File: src/rtl/tlp_tx_pkg.sv
package tlp_tx_pkg;
  localparam int unsigned REG_AW = 4;
  localparam int unsigned WORD_W = 32;
  localparam int unsigned BEAT_W = 2 * WORD_W;

  localparam logic [REG_AW-1:0] OFF_LO   = 4'h0;
  localparam logic [REG_AW-1:0] OFF_HI   = 4'h4;
  localparam logic [REG_AW-1:0] OFF_CTL  = 4'h8;
  localparam logic [REG_AW-1:0] OFF_STAT = 4'hC;

  typedef struct packed {
    logic              sop;
    logic              eop;
    logic [BEAT_W-1:0] data;
  } beat_t;
endpackage

File: src/rtl/tlp_tx_regs.sv
module tlp_tx_regs
  import tlp_tx_pkg::*;
(
  input  logic              clk,
  input  logic              rst_n,
  input  logic              wr_en,
  input  logic [REG_AW-1:0] wr_addr,
  input  logic [WORD_W-1:0] wr_data,
  input  logic [REG_AW-1:0] rd_addr,
  output logic [WORD_W-1:0] rd_data,
  input  logic              push_drop,
  output logic              push,
  output beat_t             push_beat,
  output logic              ovf
);
  logic [WORD_W-1:0] lo_q, lo_d, hi_q, hi_d;
  logic              ovf_q, ovf_d;
  logic              lo_en, hi_en;

  always_comb begin
    lo_en = wr_en && (wr_addr == OFF_LO);
    hi_en = wr_en && (wr_addr == OFF_HI);
    lo_d  = lo_en ? wr_data : lo_q;
    hi_d  = hi_en ? wr_data : hi_q;
    ovf_d = ovf_q | push_drop;
    push  = wr_en && (wr_addr == OFF_CTL);
    push_beat.sop  = wr_data[0];
    push_beat.eop  = wr_data[1];
    push_beat.data = {hi_q, lo_q};
    rd_data = (rd_addr == OFF_STAT) ? {{(WORD_W-1){1'b0}}, ovf_q} : '0;
  end

  always_ff @(posedge clk or negedge rst_n) begin
    if (!rst_n) begin
      lo_q  <= '0;
      hi_q  <= '0;
      ovf_q <= 1'b0;
    end else begin
      if (lo_en) lo_q <= lo_d;
      if (hi_en) hi_q <= hi_d;
      ovf_q <= ovf_d;
    end
  end

  assign ovf = ovf_q;
endmodule

File: src/rtl/tlp_tx_fifo.sv
module tlp_tx_fifo
  import tlp_tx_pkg::*;
#(
  parameter int unsigned DEPTH = 16
) (
  input  logic  clk,
  input  logic  rst_n,
  input  logic  push,
  input  beat_t push_beat,
  output logic  drop,
  output logic  out_valid,
  input  logic  out_ready,
  output beat_t out_beat
);
  localparam int unsigned AW = $clog2(DEPTH);
  localparam int unsigned PW = AW + 1;
  localparam logic [PW-1:0] DEPTH_P = PW'(DEPTH);

  beat_t mem [DEPTH];

  logic [PW-1:0] wr_ptr, wr_ptr_d, cmt_ptr, cmt_ptr_d, rd_ptr, rd_ptr_d;
  logic [PW-1:0] base;
  logic          open_pkt, restart, full, accept, pop;

  always_comb begin
    open_pkt  = (wr_ptr != cmt_ptr);
    restart   = push && push_beat.sop && open_pkt;
    base      = restart ? cmt_ptr : wr_ptr;
    full      = ((base - rd_ptr) == DEPTH_P);
    accept    = push && !full;
    drop      = push && full;
    wr_ptr_d  = accept ? base + 1'b1 : wr_ptr;
    cmt_ptr_d = (accept && push_beat.eop) ? base + 1'b1 : cmt_ptr;
    out_valid = (rd_ptr != cmt_ptr);
    pop       = out_valid && out_ready;
    rd_ptr_d  = pop ? rd_ptr + 1'b1 : rd_ptr;
    out_beat  = mem[rd_ptr[AW-1:0]];
  end

  always_ff @(posedge clk or negedge rst_n) begin
    if (!rst_n) begin
      wr_ptr  <= '0;
      cmt_ptr <= '0;
      rd_ptr  <= '0;
    end else begin
      wr_ptr  <= wr_ptr_d;
      cmt_ptr <= cmt_ptr_d;
      rd_ptr  <= rd_ptr_d;
    end
  end

  always_ff @(posedge clk) begin
    if (accept) mem[base[AW-1:0]] <= push_beat;
  end
endmodule

File: src/rtl/tlp_tx_stage.sv
module tlp_tx_stage
  import tlp_tx_pkg::*;
#(
  parameter int unsigned DEPTH = 16
) (
  input  logic              clk,
  input  logic              rst_n,
  input  logic              reg_wr_en,
  input  logic [REG_AW-1:0] reg_wr_addr,
  input  logic [WORD_W-1:0] reg_wr_data,
  input  logic [REG_AW-1:0] reg_rd_addr,
  output logic [WORD_W-1:0] reg_rd_data,
  output logic              tx_valid,
  input  logic              tx_ready,
  output logic              tx_sop,
  output logic              tx_eop,
  output logic [BEAT_W-1:0] tx_data
);
  logic  rst_meta, rst_int_n;
  logic  push, push_drop, ovf_flag;
  beat_t push_beat, out_beat;

  // reset asserts at once, deasserts two clocks later
  always_ff @(posedge clk or negedge rst_n) begin
    if (!rst_n) begin
      rst_meta  <= 1'b0;
      rst_int_n <= 1'b0;
    end else begin
      rst_meta  <= 1'b1;
      rst_int_n <= rst_meta;
    end
  end

  tlp_tx_regs u_regs (
    .clk       (clk),
    .rst_n     (rst_int_n),
    .wr_en     (reg_wr_en),
    .wr_addr   (reg_wr_addr),
    .wr_data   (reg_wr_data),
    .rd_addr   (reg_rd_addr),
    .rd_data   (reg_rd_data),
    .push_drop (push_drop),
    .push      (push),
    .push_beat (push_beat),
    .ovf       (ovf_flag)
  );

  tlp_tx_fifo #(.DEPTH(DEPTH)) u_fifo (
    .clk       (clk),
    .rst_n     (rst_int_n),
    .push      (push),
    .push_beat (push_beat),
    .drop      (push_drop),
    .out_valid (tx_valid),
    .out_ready (tx_ready),
    .out_beat  (out_beat)
  );

  assign tx_sop  = out_beat.sop;
  assign tx_eop  = out_beat.eop;
  assign tx_data = out_beat.data;
endmodule

File: config.mk
export PLATFORM = sky130hd
export DESIGN_NAME = tlp_tx_stage
export DESIGN_NICKNAME = d
export VERILOG_FILES = /design/src/rtl/tlp_tx_pkg.sv /design/src/rtl/tlp_tx_regs.sv /design/src/rtl/tlp_tx_fifo.sv /design/src/rtl/tlp_tx_stage.sv
export SDC_FILE = /design/constraint.sdc
export NUM_CORES = 1
export LEC_CHECK = 0
export BUFFER_PORTS_ARGS = -buffer_cell sky130_fd_sc_hd__buf_2
export CAP_MARGIN = 20
export CORE_AREA = 2 2 351 283
export DETAILED_ROUTE_END_ITERATION = 6
export DIE_AREA = 0 0 353 285
export GPL_TIMING_DRIVEN = 1
export SLEW_MARGIN = 25
export SYNTH_ARGS = -nofsm -noshare
export SYNTH_HDL_FRONTEND = slang
export SYNTH_SLANG_ARGS = --single-unit
File: constraint.sdc
create_clock -name clk -period 3.8 [get_ports clk]
set_clock_uncertainty 0.2 [all_clocks]
set_input_delay 0.19 -clock clk [delete_from_list [all_inputs] [get_ports clk]]
set_output_delay 0.19 -clock clk [all_outputs]
set_load 0.02 [all_outputs]
==> qor.yml, run 1 <==
outcome:
  status: "complete, no violations"
finish:
  fin_cells: 3415
  fill_cells: 7599
  final_util_pct: 51.8
  nets: 2069
  drive_gt1_share_pct: 37.5
  area_growth_pct: 16.6
critical_path:
  end_kind: "output port"
  crit_end: "tx_data[15]"
  arrival_ns: 3.35
  crit_fanout: 41
  critPathKind: "flop to output port"
  critPathLaunch: "u_fifo.rd_ptr[1]"
  reg2reg_to: "u_fifo.mem[2][22]"
  r2r_setup_slack_ns: 0.46
  worstReg2RegStart: "u_fifo.wr_ptr[1]"
  startpoint_type: "flop"
  ff2ff_path_depth: 9
  cp.required_ns: 3.41
drt:
  dr_wl_met3_um: 8760
  drtPass1Iterations: 5
  dr_wl_met2_um: 45800
  highest_layer: "met4"
  wire_per_inst_um: 30.2
  vias_per_cell: 5.79
  wl_um: 103000
  drt-met1-wl_um: 46900
  drtIter0Drc: 2075
  routed-via-count: 19772
  drc: 0
  postRouteAntennaNets: 0
pwr:
  power.density_nw_per_um2: 720
  power.switching_mw: 11.0
  ir_worst_vdd_v: 0.000578
  pwr-share-seq_pct: 43.2
  leakage_nw: 16.4
  intPower_mw: 25.4
  combPwrFrac_pct: 27.5
  swShare_pct: 30.3
  clockPowerShare_pct: 29.3
logic_synthesis:
  netlist_area_sq_um: 43400
  synth-compound-area-share_pct: 0.156
  ys_warn_count: 0
  synth_edf_count: 1056
  synth_top_family_by_area: "multiplexers"
  yosysUniqueCellTypes: 37
  synth.avg_cell_area_sq_um: 24.6
  synth.top_cells.by_count: "edfxtp_1 (1056), mux4_2 (330), dfrtp_1 (82)"
  synth-seq-cells: 1138
  synthArstFlopShare_pct: 7.21
  yosys.area_share.simple_pct: 0.606
  synth.top_cell.area_share_pct: 73.1
  yosysTopAreaCell: "edfxtp_1"
  synth_top_flop_cell: "edfxtp_1"
  synthMuxAreaShare_pct: 19.2
  yosys.area_share.xor_xnor_pct: 0.418
  synth.top_cells.by_area: "edfxtp_1 (73%), mux4_2 (17%), dfrtp_1 (4.7%)"
  yosys.area_share.adder_pct: 0.260
  syn_inst: 1760
  ys_seq_area_share_pct: 77.9
  synth_most_common_cell: "edfxtp_1"
grt:
  grt_max_degree: 114
  grt_pass1_wl_um: 149000
  grt_pass1_vias: 19899
  grt_usage_pct: 20.7
  antenna_found_initial: 7
  grt_overflow: 0
cts:
  numCtsBuffers: 107
  cts.path.max_buffers: 3
  clk_latency_ns: 0.68
  cts_sinks: 1138
  cts_tree: "yes"
  cts_root_buf: "clkbuf_16"
  clkTransAtPathRegs_ns: 0.07
  htree_levels: 3
placement:
  gp_congestion: 0.804
  io_buffer_count: 111
  dp.cells: 3173
  dp_hpwl_um: 63700
  place_ws_ns: -0.0607
die:
  die_w_um: 353
  die_h_um: 285
  pin_count: 143
  core_sq_um: 97700
  initial_core_util_pct: 44.4
  num_rows: 103
  dieArea_sq_um: 101000
sta:
  tightest_slew_ns: 1.02
  fmax_mhz: 268
  fin_ws_ns: 0.0623
  period_share_pct: 98.4
  hold_viol: 0
  fin_worst_hold_slack_ns: 0.0257
  final-setup-viol-count: 0
  min_period_ns: 3.74
  max_slew_margin_pct: 32.3
  rsz0062_at_grt: "true"
  drv_slew: 0
worst_hold_path:
  hold_path_class: "flop to asynchronous set/reset pin"
job:
  cap_violations: 0
-- routing by layer --
metal  track usage [%]  vias to the layer above
met2              29.8                      782
met4              3.98                        0
met5                 0                        -
met3              5.33                      117
met1              32.2                    10889
li1                  -                     7984
-- cell families (layout without fill, tap and decap cells) --
family,count (synthesis),in the layout
DFF,1138,1138
muxes,410,410
buffers and inverters,127,439
and+or+nand+nor,46,46
xor gates and xnor gates,19,19
adders and majority gates,9,9
AOI/OAI and AO/OA,9,9
other,2,33
-- cells in the final DEF (no fill, tap or decap), types with 3 or more instances in the layout --
cell / netlist / routed
buf_2: 26 / 103
buf_16: 0 / 3
inv_1: 10 / 8
clkinv_2: 0 / 20
mux4_2: 330 / 330
clkinv_1: 1 / 14
buf_12: 0 / 49
xor2_1: 7 / 7
buf_6: 1 / 8
nor3_1: 11 / 3
clkbuf_1: 44 / 26
ha_1: 9 / 6
bufinv_16: 0 / 11
ha_4: 0 / 3
edfxtp_1: 1056 / 1056
clkbuf_8: 0 / 7
mux2_2: 73 / 72
nor3_4: 0 / 8
buf_4: 32 / 29
xnor2_1: 11 / 11
nand2_1: 6 / 5
nor2_1: 5 / 5
and3_4: 0 / 8
mux2_4: 2 / 3
conb_1: 2 / 32
clkbuf_16: 0 / 107
inv_16: 0 / 3
dfrtp_4: 0 / 4
dfrtp_1: 82 / 78
dlygate4sd3_1: 0 / 41
nand3_1: 5 / 5
-- state kept, by name, summed over array words and instances, names as in the netlist --
signal	count
u_regs.hi_q	32
u_regs.lo_q	32
u_fifo.cmt_ptr	5
u_regs.ovf	1
u_fifo.wr_ptr	5
u_fifo.rd_ptr	5
rst_meta	1
rst_int_n	1
u_fifo.mem	1056
-- power by group through the flow --
stage	Combinational, mW	Sequential (mW)	Clock [mW]
final	10.0	15.7	10.7
after floorplan	6.91	15.4	0
after global routing	10.6	15.8	11.4
after detailed placement	9.99	16.0	0
after CTS	10.1	15.7	10.9
after global placement	10.0	16.0	0
-- through the flow --
step / cell area [sq um] / setup TNS, ns / total power, mW
6_report: 50600 / 0 / 36.4
3_5_place_dp: 46500 / -8.35 / 26.0
4_1_cts: 50400 / -0.00265 / 36.7
5_1_grt: 50600 / -0.0547 / 37.8
3_3_place_gp: 46500 / -10.19 / 26.0
2_1_floorplan: 43700 / -395.85 / 22.3
-- what timing repair did --
action                     4_1_cts  5_1_grt
hold endpoints to repair       109        0
setup buffers                    0        4
setup endpoints to repair       17      229
hold buffers                    41        0
resized for setup                1       18
pin swaps                        0        1
-- final cells by class --
type	instances	area (sq um)	share of cell area, %
Multi-Input combinational cell	525	9300	18.4
Tap cell	1312	1640	3.25
Clock buffer	140	2870	5.68
Timing Repair Buffer	233	2300	4.54
Inverter	11	46.3	0.0915
Sequential cell	1138	33800	66.8
Antenna cell	1	2.50	0.00495
Clock inverter	55	631	1.25
-- worst min path at each step --
stage / slack, ns / end
after global routing: 0.05 / u_regs.lo_q[9]
after floorplan: -0.31 / rst_int_n
after global placement: -0.23 / rst_meta
after detailed placement: -0.22 / rst_meta
final: 0.03 / u_regs.lo_q[4]
after CTS: 0.11 / rst_meta
-- critical path: stages (launching register included) --
cell and delay (ns):
dfrtp_4 0.45, buf_4 0.52, buf_6 0.46, mux4_2 0.45, mux4_2 0.55, buf_6 0.16
(Power assumes the default switching activity.)
==> inputs of run 2 (changes only) <==
--- a/config.mk
+++ b/config.mk
@@ -8,6 +8,7 @@
 export BUFFER_PORTS_ARGS = -buffer_cell sky130_fd_sc_hd__buf_2
 export CAP_MARGIN = 20
 export CORE_AREA = 2 2 351 283
+export CTS_CLUSTER_SIZE = 10
 export DETAILED_ROUTE_END_ITERATION = 6
 export DIE_AREA = 0 0 353 285
 export GPL_TIMING_DRIVEN = 1
==> constraint.sdc (replaced) <==
create_clock -name clk -period 3.1 [get_ports clk]
set_clock_uncertainty 0.2 [all_clocks]
set_input_delay 0.155 -clock clk [delete_from_list [all_inputs] [get_ports clk]]
set_output_delay 0.155 -clock clk [all_outputs]
set_load 0.02 [all_outputs]
==> qor.yml, run 2 (synthesis results as in run 1) <==
finish:
  num_antenna_cells: 0  # -1
  final_util_pct: 54.7  # +2.9 points
  layout_common_cells: "edfxtp_1 (1056), mux4_2 (330), clkbuf_16 (144)"
  final_common_cell: "edfxtp_1"
  nets: 2224  # +7.5%
  fill_cells: 7248  # -4.6%
  largest_reg_flops: 1056  # unchanged
  fin_area_sq_um: 53400  # +5.6%
  area_growth_pct: 23.2
  fin_cells: 3553  # +4.0%
  drive_gt1_share_pct: 40.9  # +3.4 points
outcome:
  failed_checks: "negative setup slack"
  status: "finished, violations left"
worst_hold_path:
  hp-start: "reg_wr_data[9]"
  hold_path_class: "primary input to flop"
  hold_depth: 3
  hold_end: "u_regs.hi_q[9]"
grt:
  grt_pass1_vias: 21275  # +6.9%
  grt_usage_pct: 22.4  # +1.7 points
  grt_overflow: 0  # unchanged
  grt_max_degree: 67  # -41%
  antenna_found_initial: 8  # +1
  grt_pass1_wl_um: 160000  # +7.3%
cts:
  cts_sinks: 1138  # unchanged
  cts.path.max_buffers: 3  # unchanged
  clkTransAtPathRegs_ns: 0.05  # -0.02 ns
  cts_tree: "yes"
  clk_latency_ns: 0.71  # +0.03 ns
  htree_levels: 4  # +1
  numCtsBuffers: 133  # +24%
  cts_root_buf: "clkbuf_16"
die:
  die_w_um: 353  # unchanged
  num_rows: 103  # unchanged
  pin_count: 143  # unchanged
  core_sq_um: 97700  # unchanged
  dieArea_sq_um: 101000  # unchanged
  initial_core_util_pct: 44.4  # unchanged
  die_h_um: 285  # unchanged
critical_path:
  cp_cell_sequence: "buf_16 > buf_6 > buf_16 > buf_6 > mux4_2 > mux4_2 > buf_6"
  slowest_stage: "mux4_2"
  critical_path_buf_inv_count: 5  # +2
  r2r_setup_slack_ns: 0.06  # -0.40 ns
  crit_fanout: 8  # -80%
  path_common_cell: "buf_6"
  reg2reg_to: "u_fifo.mem[3][20]"
  end_kind: "output port"
  slowest_delay_ns: 0.57  # +0.02 ns
  arrival_ns: 3.04  # -0.31 ns
  ff2ff_path_depth: 10  # +1
  cp.required_ns: 2.74  # -0.67 ns
  startpoint_type: "flop"
  crit_family: "multiplexers"
  critPathKind: "flop to output port"
  worstReg2RegStart: "u_fifo.wr_ptr[1]"
pwr:
  swShare_pct: 30.1  # -0.27 points
  power_mw: 49.5  # +36%
  ir_worst_vdd_v: 0.000679  # +18%
  combPwrFrac_pct: 33.2  # +5.7 points
  leakage_nw: 17.8  # +8.1%
  intPower_mw: 34.6  # +36%
  power.switching_mw: 14.9  # +35%
  clockPowerShare_pct: 27.8  # -1.5 points
  pwr-share-seq_pct: 39.0  # -4.2 points
  power.density_nw_per_um2: 926  # +29%
placement:
  place_ws_ns: -0.550  # -0.490 ns
  dpl_cell_area_sq_um: 47200  # +1.6%
  dp_hpwl_um: 66500  # +4.3%
  gp_congestion: 0.837  # +4.2%
  dp.cells: 3236  # +2.0%
  io_buffer_count: 111  # unchanged
sta:
  period_share_pct: 110
  max_slew_margin_pct: 35.1  # +2.8 points
  rsz0062_at_grt: "true"
  drv_slew: 0  # unchanged
  tns_ns: -13.17  # -13.17 ns
  fin_ws_ns: -0.296  # -0.358 ns
  fin_worst_hold_slack_ns: 0.0518  # +0.0261 ns
  tightest_slew_ns: 0.971  # -0.0452 ns
  fmax_mhz: 294
  hold_viol: 0  # unchanged
  min_period_ns: 3.40
  final-setup-viol-count: 66  # +66
drt:
  drtPass1Iterations: 5  # unchanged
  wl_um: 113000  # +9.3%
  routed-via-count: 21042  # +6.4%
  postRouteAntennaNets: 0  # unchanged
  drc: 0  # unchanged
  wire_per_inst_um: 31.7  # +5.0%
  vias_per_cell: 5.92  # +2.3%
  drtIter0Drc: 2746  # +32%
job:
  cap_violations: 0  # unchanged
-- run 2: cell types whose count changed in the layout (fill, tap and decap cells not counted), moves of 12 or more --
cell       delta
buf_12       +22
buf_16       +34
buf_2        -56
buf_4        +46
buf_6        +68
clkbuf_1     +30
clkbuf_16    +37
clkinv_1     -12
clkinv_2     -19
-- run 2: tightest hold or removal path, cell delays in order --
cell	delay [ns]
dlygate4sd3_1	0.51
buf_2	0.11
mux2_2	0.14
-- run 2: repair_timing --
| action | CTS | global route |
|---|---|---|
| hold endpoints to repair | 109 | 0 |
| setup buffers | 31 | 8 |
| gates resized for setup | 184 | 27 |
| cloned | 25 | 13 |
| pin swaps | 2 | 6 |
| hold buffers | 38 | 0 |
| setup endpoints to repair | 66 | 474 |
-- run 2: power by group through the flow --
stage / logic, mW / registers (mW) / clock network (mW)
floorplan: 8.47 / 18.8 / 0
global placement: 12.8 / 19.6 / 0
detailed placement: 12.8 / 19.6 / 0
CTS: 16.4 / 19.3 / 14.0
global route: 17.2 / 19.4 / 14.6
finish: 16.4 / 19.3 / 13.7
-- run 2: layout make-up --
cell class	count	area (sq um)	area share, %
clock inverter	16	191	0.358
inverter	11	46.3	0.0866
sequential	1138	33800	63.2
multi-input combinational	525	9330	17.5
clock buffer	189	3540	6.62
tap	1312	1640	3.07
timing repair buffer	362	4910	9.18
-- run 2: worst max-delay path by stage --
stage | startpoint | end | slack, ns | depth (start not counted)
final | u_fifo.rd_ptr[0] | tx_data[35] | -0.30 | 7
after global routing | u_fifo.rd_ptr[0] | tx_data[5] | -0.34 | 6
after CTS | u_fifo.rd_ptr[0] | tx_data[35] | -0.31 | 7
after detailed placement | reg_wr_addr[2] | u_fifo.mem[1][27] | -0.55 | 13
after global placement | reg_wr_addr[2] | u_fifo.mem[3][27] | -0.49 | 13
after floorplan | reg_wr_addr[2] | u_fifo.mem[0][0] | -1.45 | 12
-- run 2: metal layers --
| metal | share of wire [%] | routed length [um] | GRT usage (%) | up-vias |
|---|---|---|---|---|
| met3 | 8.7 | 9820 | 4.79 | 129 |
| met4 | 1.5 | 1660 | 4.81 | 0 |
| met5 | 0 | 0 | 0 | - |
| met1 | 44 | 49900 | 34.5 | 11515 |
| met2 | 46 | 51300 | 33.2 | 1069 |
| li1 | - | - | - | 8329 |
==> inputs of run 3 (changes only) <==
--- a/config.mk
+++ b/config.mk
@@ -12,6 +12,7 @@
 export DETAILED_ROUTE_END_ITERATION = 6
 export DIE_AREA = 0 0 353 285
 export GPL_TIMING_DRIVEN = 1
+export SETUP_SLACK_MARGIN = 0.1
 export SLEW_MARGIN = 25
 export SYNTH_ARGS = -nofsm -noshare
 export SYNTH_HDL_FRONTEND = slang
==> qor.yml, run 3 (synthesis results as in run 1) <==
cts:
  cts_tree: "yes"
  clkTransAtPathRegs_ns: 0.06  # about the same
  cts.path.max_buffers: 3  # unchanged
  cts_sinks: 1138  # unchanged
  clk_latency_ns: 0.72  # about the same
  numCtsBuffers: 133  # unchanged
  htree_levels: 4  # unchanged
  cts_root_buf: "clkbuf_16"
critical_path:
  startpoint_type: "flop"
  r2r_setup_slack_ns: -0.24  # -0.30 ns
  arrival_ns: 3.05  # about the same
  cp_cell_sequence: "buf_16 > buf_16 > buf_8 > mux4_2 > mux4_2 > buf_6"
  cp.required_ns: 2.74  # about the same
  worstReg2RegStart: "u_fifo.rd_ptr[0]"
  slowest_delay_ns: 0.59  # +0.02 ns
  end_kind: "output port"
  ff2ff_path_depth: 15  # +5
  critPathKind: "flop to output port"
  crit_cells: 6  # -1
  critical_path_buf_inv_count: 4  # -1
  critPathLaunch: "u_fifo.rd_ptr[0]"
  crit_fanout: 9  # +1
  crit_family: "multiplexers"
  slowest_stage: "mux4_2"
drt:
  routed-via-count: 22365  # +6.3%
  vias_per_cell: 6.06  # +2.4%
  wl_um: 127000  # +13%
  drtPass1Iterations: 6  # +1
  postRouteAntennaNets: 0  # unchanged
  drtIter0Drc: 3109  # +13%
  wire_per_inst_um: 34.4  # +8.7%
  drc: 0  # unchanged
worst_hold_path:
  hold_depth: 3  # unchanged
  hp-start: "reg_wr_data[9]"
  hold_path_class: "primary input to flop"
placement:
  gp_congestion: 0.837  # unchanged
  dp.cells: 3236  # unchanged
  place_ws_ns: -0.550  # unchanged
  dp_hpwl_um: 66500  # unchanged
  io_buffer_count: 111  # unchanged
  dpl_cell_area_sq_um: 47200  # unchanged
outcome:
  status: "finished, violations left"
  failed_checks: "negative setup slack"
sta:
  fmax_mhz: 294  # -0.13%
  rsz0062_at_grt: "true"
  tns_ns: -58.00  # -44.83 ns
  fin_ws_ns: -0.300  # -0.00447 ns
  period_share_pct: 110  # +0.14 points
  drv_slew: 0  # unchanged
  hold_viol: 0  # unchanged
  min_period_ns: 3.40  # +0.00447 ns
  max_slew_margin_pct: 32.5  # -2.5 points
  final-setup-viol-count: 581  # +780%
  tightest_slew_ns: 1.01  # +0.0413 ns
  fin_worst_hold_slack_ns: 0.0436  # -0.00819 ns
grt:
  grt_pass1_wl_um: 168000  # +5.0%
  grt_overflow: 0  # unchanged
  grt_usage_pct: 23.7  # +1.4 points
  grt_max_degree: 67  # unchanged
  antenna_found_initial: 6  # -2
  grt_pass1_vias: 21828  # +2.6%
finish:
  drive_gt1_share_pct: 44.3  # +3.4 points
  final_common_cell: "edfxtp_1"
  layout_common_cells: "edfxtp_1 (1056), mux4_2 (330), clkbuf_16 (174)"
  area_growth_pct: 29.7
  nets: 2357  # +6.0%
  fin_cells: 3688  # +3.8%
  fill_cells: 6910  # -4.7%
  fin_area_sq_um: 56300  # +5.3%
  largest_reg_flops: 1056  # unchanged
  final_util_pct: 57.6  # +2.9 points
die:
  core_sq_um: 97700  # unchanged
  die_w_um: 353  # unchanged
  num_rows: 103  # unchanged
  pin_count: 143  # unchanged
  die_h_um: 285  # unchanged
  dieArea_sq_um: 101000  # unchanged
  initial_core_util_pct: 44.4  # unchanged
pwr:
  ir_worst_vdd_v: 0.000715  # +5.3%
  leakage_nw: 19.0  # +6.8%
  power.density_nw_per_um2: 885  # -4.4%
  power_mw: 49.8  # +0.63%
job:
  cap_violations: 0  # unchanged
run 3: cell types whose count changed in the layout (fill, tap and decap cells not counted), moves of 2 or more:
cell,change
clkbuf_16,+30
buf_6,+28
diode_2,+2
buf_16,+36
buf_12,+19
buf_8,+29
buf_2,+4
buf_4,-13
run 3: worst min-delay path, cell delays in order:
cell and delay, ns:
dlygate4sd3_1 0.51, buf_2 0.11, mux2_2 0.14
run 3: final cells by class:
type                            instances  area, sq um  share of cell area [%]
Tap cell                             1312         1640                    2.92
Multi-Input combinational cell        525         9360                    16.6
Timing Repair Buffer                  495         7700                    13.7
Inverter                               11         46.3                  0.0823
Sequential cell                      1138        33800                    60.0
Clock buffer                          189         3540                    6.29
Antenna cell                            2         5.00                 0.00890
Clock inverter                         16          191                   0.340
run 3: path summary, 6_finish.rpt:
| path | endpoint |
|---|---|
| hold reg to reg | rst_int_n |
| setup reg to reg | u_fifo.mem[9][36] |
| hold / removal | u_regs.hi_q[9] |
| max in group asynchronous | u_regs.hi_q[19] |
| min in group asynchronous | rst_meta |
| setup / recovery | tx_data[41] |
run 3: repair_timing:
action                                  in CTS  in global routing
gates resized for setup                    260                 84
setup buffers                               80                 32
endpoints found under the setup margin     431               1127
cloned                                      53                 52
hold buffers                                38                  0
endpoints found under the hold margin      109                  0
pin swaps                                   10                 13
run 3: routing by layer:
metal | track usage, % | vias up | routed length, um | share of wire, %
li1 | - | 8620 | - | -
met5 | 0 | - | 138 | 0.11
met4 | 5.27 | 4 | 2190 | 1.7
met3 | 6.36 | 151 | 14600 | 12
met1 | 36.3 | 12137 | 52600 | 41
met2 | 34.4 | 1453 | 57500 | 45
run 3: report_power, final:
group / switching (mW) / internal, mW / leakage (nW)
clock network: 5.81 / 7.97 / 1.79
registers: 1.38 / 18.0 / 10.6
logic: 7.88 / 8.78 / 6.61
total: 15.1 / 34.7 / 19.0
